**src/rtl/dual_master_switch.sv**
```systemverilog
module dual_master_switch #(
  parameter bit A_WINS = 1'b1
) (
  input  logic       clk,
  input  logic       rst_n,
  input  logic       a_wr,
  input  logic [5:0] a_wdata,
  input  logic       a_rd,
  output logic [2:0] a_stat,
  input  logic       b_wr,
  input  logic [5:0] b_wdata,
  input  logic       b_rd,
  output logic [2:0] b_stat,
  input  logic       stop_a,
  input  logic       stop_b,
  input  logic       dn_idle,
  input  logic       rec_done,
  output logic [1:0] sel,
  output logic       rec_start,
  output logic       irq_n_a,
  output logic       irq_n_b
);
  localparam logic [1:0] SEL_A = 2'b01;
  localparam logic [1:0] SEL_B = 2'b10;

  typedef enum logic [1:0] {S_IDLE, S_WAIT, S_REC} state_t;

  state_t     state;
  logic [1:0] pend;
  logic       req_b, init_q;
  logic [2:0] msk_a, msk_b;

  logic       use_a, use_b, take, stop_req, conn, go_rec, rec_fin;
  logic [1:0] a_tgt, b_tgt, w_tgt;
  logic [2:0] set_a, set_b;

  assign a_tgt = (a_wdata[0] ^ a_wdata[1]) ? SEL_A : SEL_B;
  assign b_tgt = (b_wdata[0] ^ b_wdata[1]) ? SEL_B : SEL_A;
  assign use_a = a_wr && (A_WINS || !b_wr);
  assign use_b = b_wr && !use_a;
  assign w_tgt = use_a ? a_tgt : b_tgt;

  assign take     = (use_a || use_b) && state != S_REC && (state == S_WAIT || w_tgt != sel);
  assign stop_req = req_b ? stop_b : stop_a;
  assign conn     = state == S_WAIT && stop_req && !init_q && !take;
  assign go_rec   = state == S_WAIT && stop_req && init_q && !take;
  assign rec_fin  = state == S_REC && rec_done;

  assign set_a = {conn && pend == SEL_A && !dn_idle, rec_fin && pend == SEL_A,
                  take && state == S_IDLE && sel == SEL_A};
  assign set_b = {conn && pend == SEL_B && !dn_idle, rec_fin && pend == SEL_B,
                  take && state == S_IDLE && sel == SEL_B};

  assign irq_n_a = ~|(a_stat & ~msk_a);
  assign irq_n_b = ~|(b_stat & ~msk_b);

  always_ff @(posedge clk or negedge rst_n) begin
    if (!rst_n) begin
      state     <= S_IDLE;
      sel       <= 2'b00;
      pend      <= 2'b00;
      req_b     <= 1'b0;
      init_q    <= 1'b0;
      rec_start <= 1'b0;
    end else begin
      rec_start <= go_rec;
      if (take) begin
        state  <= S_WAIT;
        sel    <= 2'b00;
        pend   <= w_tgt;
        req_b  <= use_b;
        init_q <= use_a ? a_wdata[2] : b_wdata[2];
      end else if (conn || rec_fin) begin
        state <= S_IDLE;
        sel   <= pend;
      end else if (go_rec) begin
        state <= S_REC;
      end
    end
  end

  always_ff @(posedge clk or negedge rst_n) begin
    if (!rst_n) begin
      msk_a  <= '0;
      msk_b  <= '0;
      a_stat <= '0;
      b_stat <= '0;
    end else begin
      if (a_wr) msk_a <= a_wdata[5:3];
      if (b_wr) msk_b <= b_wdata[5:3];
      a_stat <= (a_rd ? 3'b000 : a_stat) | set_a;
      b_stat <= (b_rd ? 3'b000 : b_stat) | set_b;
    end
  end

  AST_SEL_ONEHOT0: assert property (@(posedge clk) disable iff (!rst_n)
    $onehot0(sel));
  AST_NONE_WHILE_PENDING: assert property (@(posedge clk) disable iff (!rst_n)
    (state != S_IDLE) |-> (sel == 2'b00));
  AST_CONNECT_NEEDS_STOP: assert property (@(posedge clk) disable iff (!rst_n)
    ($past(sel) == 2'b00 && sel != 2'b00) |-> $past(stop_a || stop_b || rec_done));
  AST_REC_PULSE: assert property (@(posedge clk) disable iff (!rst_n)
    rec_start |=> !rec_start);
  AST_LOST_A_CAUSE: assert property (@(posedge clk) disable iff (!rst_n)
    $rose(a_stat[0]) |-> $past(a_wr || b_wr));
  AST_LOST_B_CAUSE: assert property (@(posedge clk) disable iff (!rst_n)
    $rose(b_stat[0]) |-> $past(a_wr || b_wr));
  AST_READ_CLEARS: assert property (@(posedge clk) disable iff (!rst_n)
    (a_rd && set_a == 3'b000) |=> (a_stat == 3'b000));
endmodule

```
**config.mk**
```make
export PLATFORM = sky130hd
export DESIGN_NAME = dual_master_switch
export DESIGN_NICKNAME = d
export VERILOG_FILES = /design/src/rtl/dual_master_switch.sv
export SDC_FILE = /design/constraint.sdc
export NUM_CORES = 1
export LEC_CHECK = 0
export ABC_CLOCK_PERIOD_IN_PS = 2000
export CAP_MARGIN = 20
export CELL_PAD_IN_SITES_DETAIL_PLACEMENT = 1
export CELL_PAD_IN_SITES_GLOBAL_PLACEMENT = 1
export CORE_MARGIN = 5
export CORE_UTILIZATION = 45
export CTS_CLUSTER_DIAMETER = 50
export DETAILED_ROUTE_END_ITERATION = 12
export DONT_BUFFER_PORTS = 1
export PLACE_DENSITY = 0.79
export SYNTH_ARGS = -nofsm -noshare
export SYNTH_HDL_FRONTEND = slang
export SYNTH_SLANG_ARGS = --single-unit
export TNS_END_PERCENT = 50
```
**constraint.sdc**
```tcl
create_clock -name clk -period 2 [get_ports clk]
set_input_delay 0.1 -clock clk [delete_from_list [all_inputs] [get_ports clk]]
set_output_delay 0.1 -clock clk [all_outputs]
set_load 0.02 [all_outputs]
```
==> impl_metrics.tcl <==
set metrics [dict create \
    first_global_vias 900 \
    crit_slowest_cell "sky130_fd_sc_hd__dfrtp_1" \
    worstPathBufferInverterCount 0 \
    timing.final.hold_violations 0 \
    run_status "finished, final reports clean" \
    die_height_um 58.3 \
    clock.fmax_mhz 578 \
    insertion_delay_ps 310 \
    grt_start_max_net_pins 22 \
    cts-buffers-inserted 3 \
    timing_worst_setup_path_type "reg2reg" \
    max-slew-margin-rel_pct 37.4 \
    hold_crit_class "in2reg" \
    drtIter0Drc 34 \
    post_cts_buffers 0 \
    detailroute.via_count 805 \
    timing.critical_path.to_type "flop" \
    synth_seq_area_share_pct 50.1 \
    final_common_cell "sky130_fd_sc_hd__dfrtp_1" \
    finalWorstPathRequiredPeriod_ps 1730 \
    timing.max_cap.violations 0 \
    layout_common_cells "sky130_fd_sc_hd__dfrtp_1, sky130_fd_sc_hd__inv_1, sky130_fd_sc_hd__nand2_1, sky130_fd_sc_hd__dlygate4sd3_1, sky130_fd_sc_hd__o21ai_0" \
    boundaryPins 33 \
    grt_util_all_layers_pct 16.3 \
    regArea_um2 526 \
    dpl_cell_area_mm2 0.00110 \
    dieArea_mm2 0.00340 \
    share_comb_of_total_power_pct 22.2 \
    start_util_pct 47.5 \
    route.final.wire_length_mm 2.53 \
    estimated_wirelength_of_the_detail_placed_design_mm 1.86 \
    cells_taking_the_most_area_after_synthesis "sky130_fd_sc_hd__dfrtp_1, sky130_fd_sc_hd__mux2i_1, sky130_fd_sc_hd__inv_1" \
    nNetsFinal 145 \
    power.internal_w 0.000634 \
    ys_warn_count 0 \
    max_stage_delay_ps 420 \
    timing.final.crit_share_pct 86.6 \
    p_clk_share_pct 22.6 \
    cell_leakage_power_nw 0.561 \
    grt.overflow.total 0 \
    max_h_tree_level 1 \
    detail-route-antenna-nets 0 \
    cts.reportedPaths.clkPinSlew_ps 120 \
    netSwitchingPower_w 0.000272 \
    route.detailed.wl_per_inst_um 16.9 \
    irDropWorstVdd_v 0.000420 \
    post_route_cells_drive_above_1_share_pct 12.3 \
    placementRows 17 \
    final-max-slew-violation-count 0 \
    initial_antenna_violation_count 0 \
    worstPathCellList "nand2b_1 -> mux2i_1 -> or2_4 -> a31oi_4 -> mux2_4" \
    clock_tree_root_driver_cell "sky130_fd_sc_hd__clkbuf_4" \
    syn-num-nets 128 \
    drc 0 \
    final_weighted_congestion_in_routability_driven_placement 0.787 \
    synth_cell_type_count 27 \
    timing.critical_path.arrival_ps 1940 \
    cp-start-kind "flop" \
    synthesis.area_per_instance_um2 9.90 \
    numPortBuffers 0 \
    crit_family "multiplexers" \
    finalClockSkew_ps 9.92 \
    power_per_cell_area_mw_per_mm2 730 \
    clock_path_buffers 2 \
    grt_setup_unrepaired "no" \
    synthesis.area_mm2 0.00105 \
    number_of_clock_sinks 21 \
    fill_cells 254 \
    power_switching_share_pct 30.0 \
    synth-seq-cells 21 \
    worst_slew_pin_slew_ps 936 \
    timing.critical_path.fanout_max 8 \
    die_w_um 58.3 \
    viasPerCell 5.37 \
    fin_area_mm2 0.00124 \
    global_route_wire_length_before_repair_mm 4.22 \
    yosysTopAreaCellShare_pct 50.1 \
    n_antenna_cell 0 \
    timing.final.setup_violations 0 \
    area_growth_pct 18.1 \
    p_total_w 0.000906 \
    clock_tree_from_tritoncts "yes" \
    final.setup.tns_ps 0 \
    area_of_the_core_mm2 0.00221 \
    drt_first_pass_iters 4 \
    post_synth_inst_count 106 \
    power_frac_seq_pct 55.2 \
    multi_input_area_um2 457 \
    synth_largest_area_cell "sky130_fd_sc_hd__dfrtp_1" \
    worst_ep_required_time_ps 2210 \
]
[worst register-to-register path, stage by stage, from the launching register on]
cell	delay [ps]
sky130_fd_sc_hd__dfrtp_1	420
sky130_fd_sc_hd__nand2b_1	190
sky130_fd_sc_hd__mux2i_1	140
sky130_fd_sc_hd__or2_4	270
sky130_fd_sc_hd__a31oi_4	280
sky130_fd_sc_hd__mux2_4	340
[cell usage after synthesis]
master / count
sky130_fd_sc_hd__and2_0: 1
sky130_fd_sc_hd__a21oi_1: 2
sky130_fd_sc_hd__o21a_1: 1
sky130_fd_sc_hd__or2_1: 1
sky130_fd_sc_hd__o21ai_2: 1
sky130_fd_sc_hd__nand2b_1: 4
sky130_fd_sc_hd__a211oi_1: 1
sky130_fd_sc_hd__clkbuf_1: 3
sky130_fd_sc_hd__inv_1: 15
sky130_fd_sc_hd__or2_4: 1
sky130_fd_sc_hd__a222oi_1: 2
sky130_fd_sc_hd__nand3_1: 1
sky130_fd_sc_hd__nor3b_1: 1
sky130_fd_sc_hd__a31oi_4: 1
sky130_fd_sc_hd__xor2_1: 1
sky130_fd_sc_hd__nor3_1: 2
sky130_fd_sc_hd__xnor2_2: 1
sky130_fd_sc_hd__o21ai_0: 9
sky130_fd_sc_hd__o22ai_1: 7
sky130_fd_sc_hd__mux2_2: 2
sky130_fd_sc_hd__dfrtp_1: 21
sky130_fd_sc_hd__a32oi_1: 1
sky130_fd_sc_hd__nor2_1: 6
sky130_fd_sc_hd__nand2_1: 11
sky130_fd_sc_hd__mux2i_1: 8
sky130_fd_sc_hd__mux2_4: 1
sky130_fd_sc_hd__a21o_2: 1
[power groups by stage]
stage / registers [W] / logic [W] / clock network [W]
floorplan: 0.000500 / 0.000140 / 0
global placement: 0.000506 / 0.000163 / 0
detailed placement: 0.000508 / 0.000169 / 0
CTS: 0.000500 / 0.000203 / 0.000212
global route: 0.000505 / 0.000222 / 0.000239
finish: 0.000500 / 0.000201 / 0.000205
[state kept, by name, summed over array words and instances (netlist names)]
register   flops
a_stat         3
b_stat         3
msk_a          3
msk_b          3
pend           2
sel            2
state          2
init_q         1
rec_start      1
req_b          1
[path summary, 6_finish.rpt]
kind / depth (start not counted) / to / startpoint / slack (ps)
worst max-delay path: 5 / pend[1] / sel[0] / 270
worst min-delay path: 2 / init_q / b_wdata[2] / 20
worst max register to register: 5 / pend[1] / sel[0] / 270
worst min register to register: 2 / msk_b[2] / msk_b[2] / 570
max in group asynchronous: 1 / state[1] / rst_n / 1060
min in group asynchronous: 1 / b_stat[2] / rst_n / 370
[metrics by stage]
| step | util [%] | std cells | worst slack [ps] | hold slack, ps |
|---|---|---|---|---|
| finish | 56.1 | 150 | 269 | 21.2 |
| global route | 56.1 | 150 | 196 | 9.68 |
| CTS | 56.1 | 150 | 258 | 21.1 |
| detailed placement | 49.9 | 135 | 296 | -195 |
| global placement | 49.9 | 135 | 380 | -195 |
| floorplan | - | 106 | 322 | -196 |
[kinds of logic after synthesis]
family	Yosys count	share of synthesized area [%]
AOI/OAI and AO/OA	26	17.3
xor gates and xnor gates	2	2.38
buffers and inverters	18	6.44
DFF	21	50.1
muxes	11	11.2
and+or+nand+nor	28	12.6
[metal layers]
| metal | track usage (%) | share of wire, % | vias to the layer above |
|---|---|---|---|
| li1 | - | - | 393 |
| met1 | 19.6 | 43 | 386 |
| met2 | 27.6 | 50 | 22 |
| met3 | 5.26 | 6.1 | 4 |
| met4 | 4.97 | 0.83 | 0 |
| met5 | 0 | 0 | - |
[what timing repair did]
action / 4_1_cts / 5_1_grt
setup endpoints to repair: 0 / 0
resized for setup: 0 / 0
hold buffers: 11 / 0
endpoints found under the hold margin: 34 / 0
[layout make-up]
type	instances	share of cell area (%)
repair buffers	15	11.3
clock buffers	4	2.12
inverters	15	4.54
flip-flops and latches	21	42.4
multi-input cells	67	36.8
well taps	28	2.83
Power figures use the tool's default switching activity.
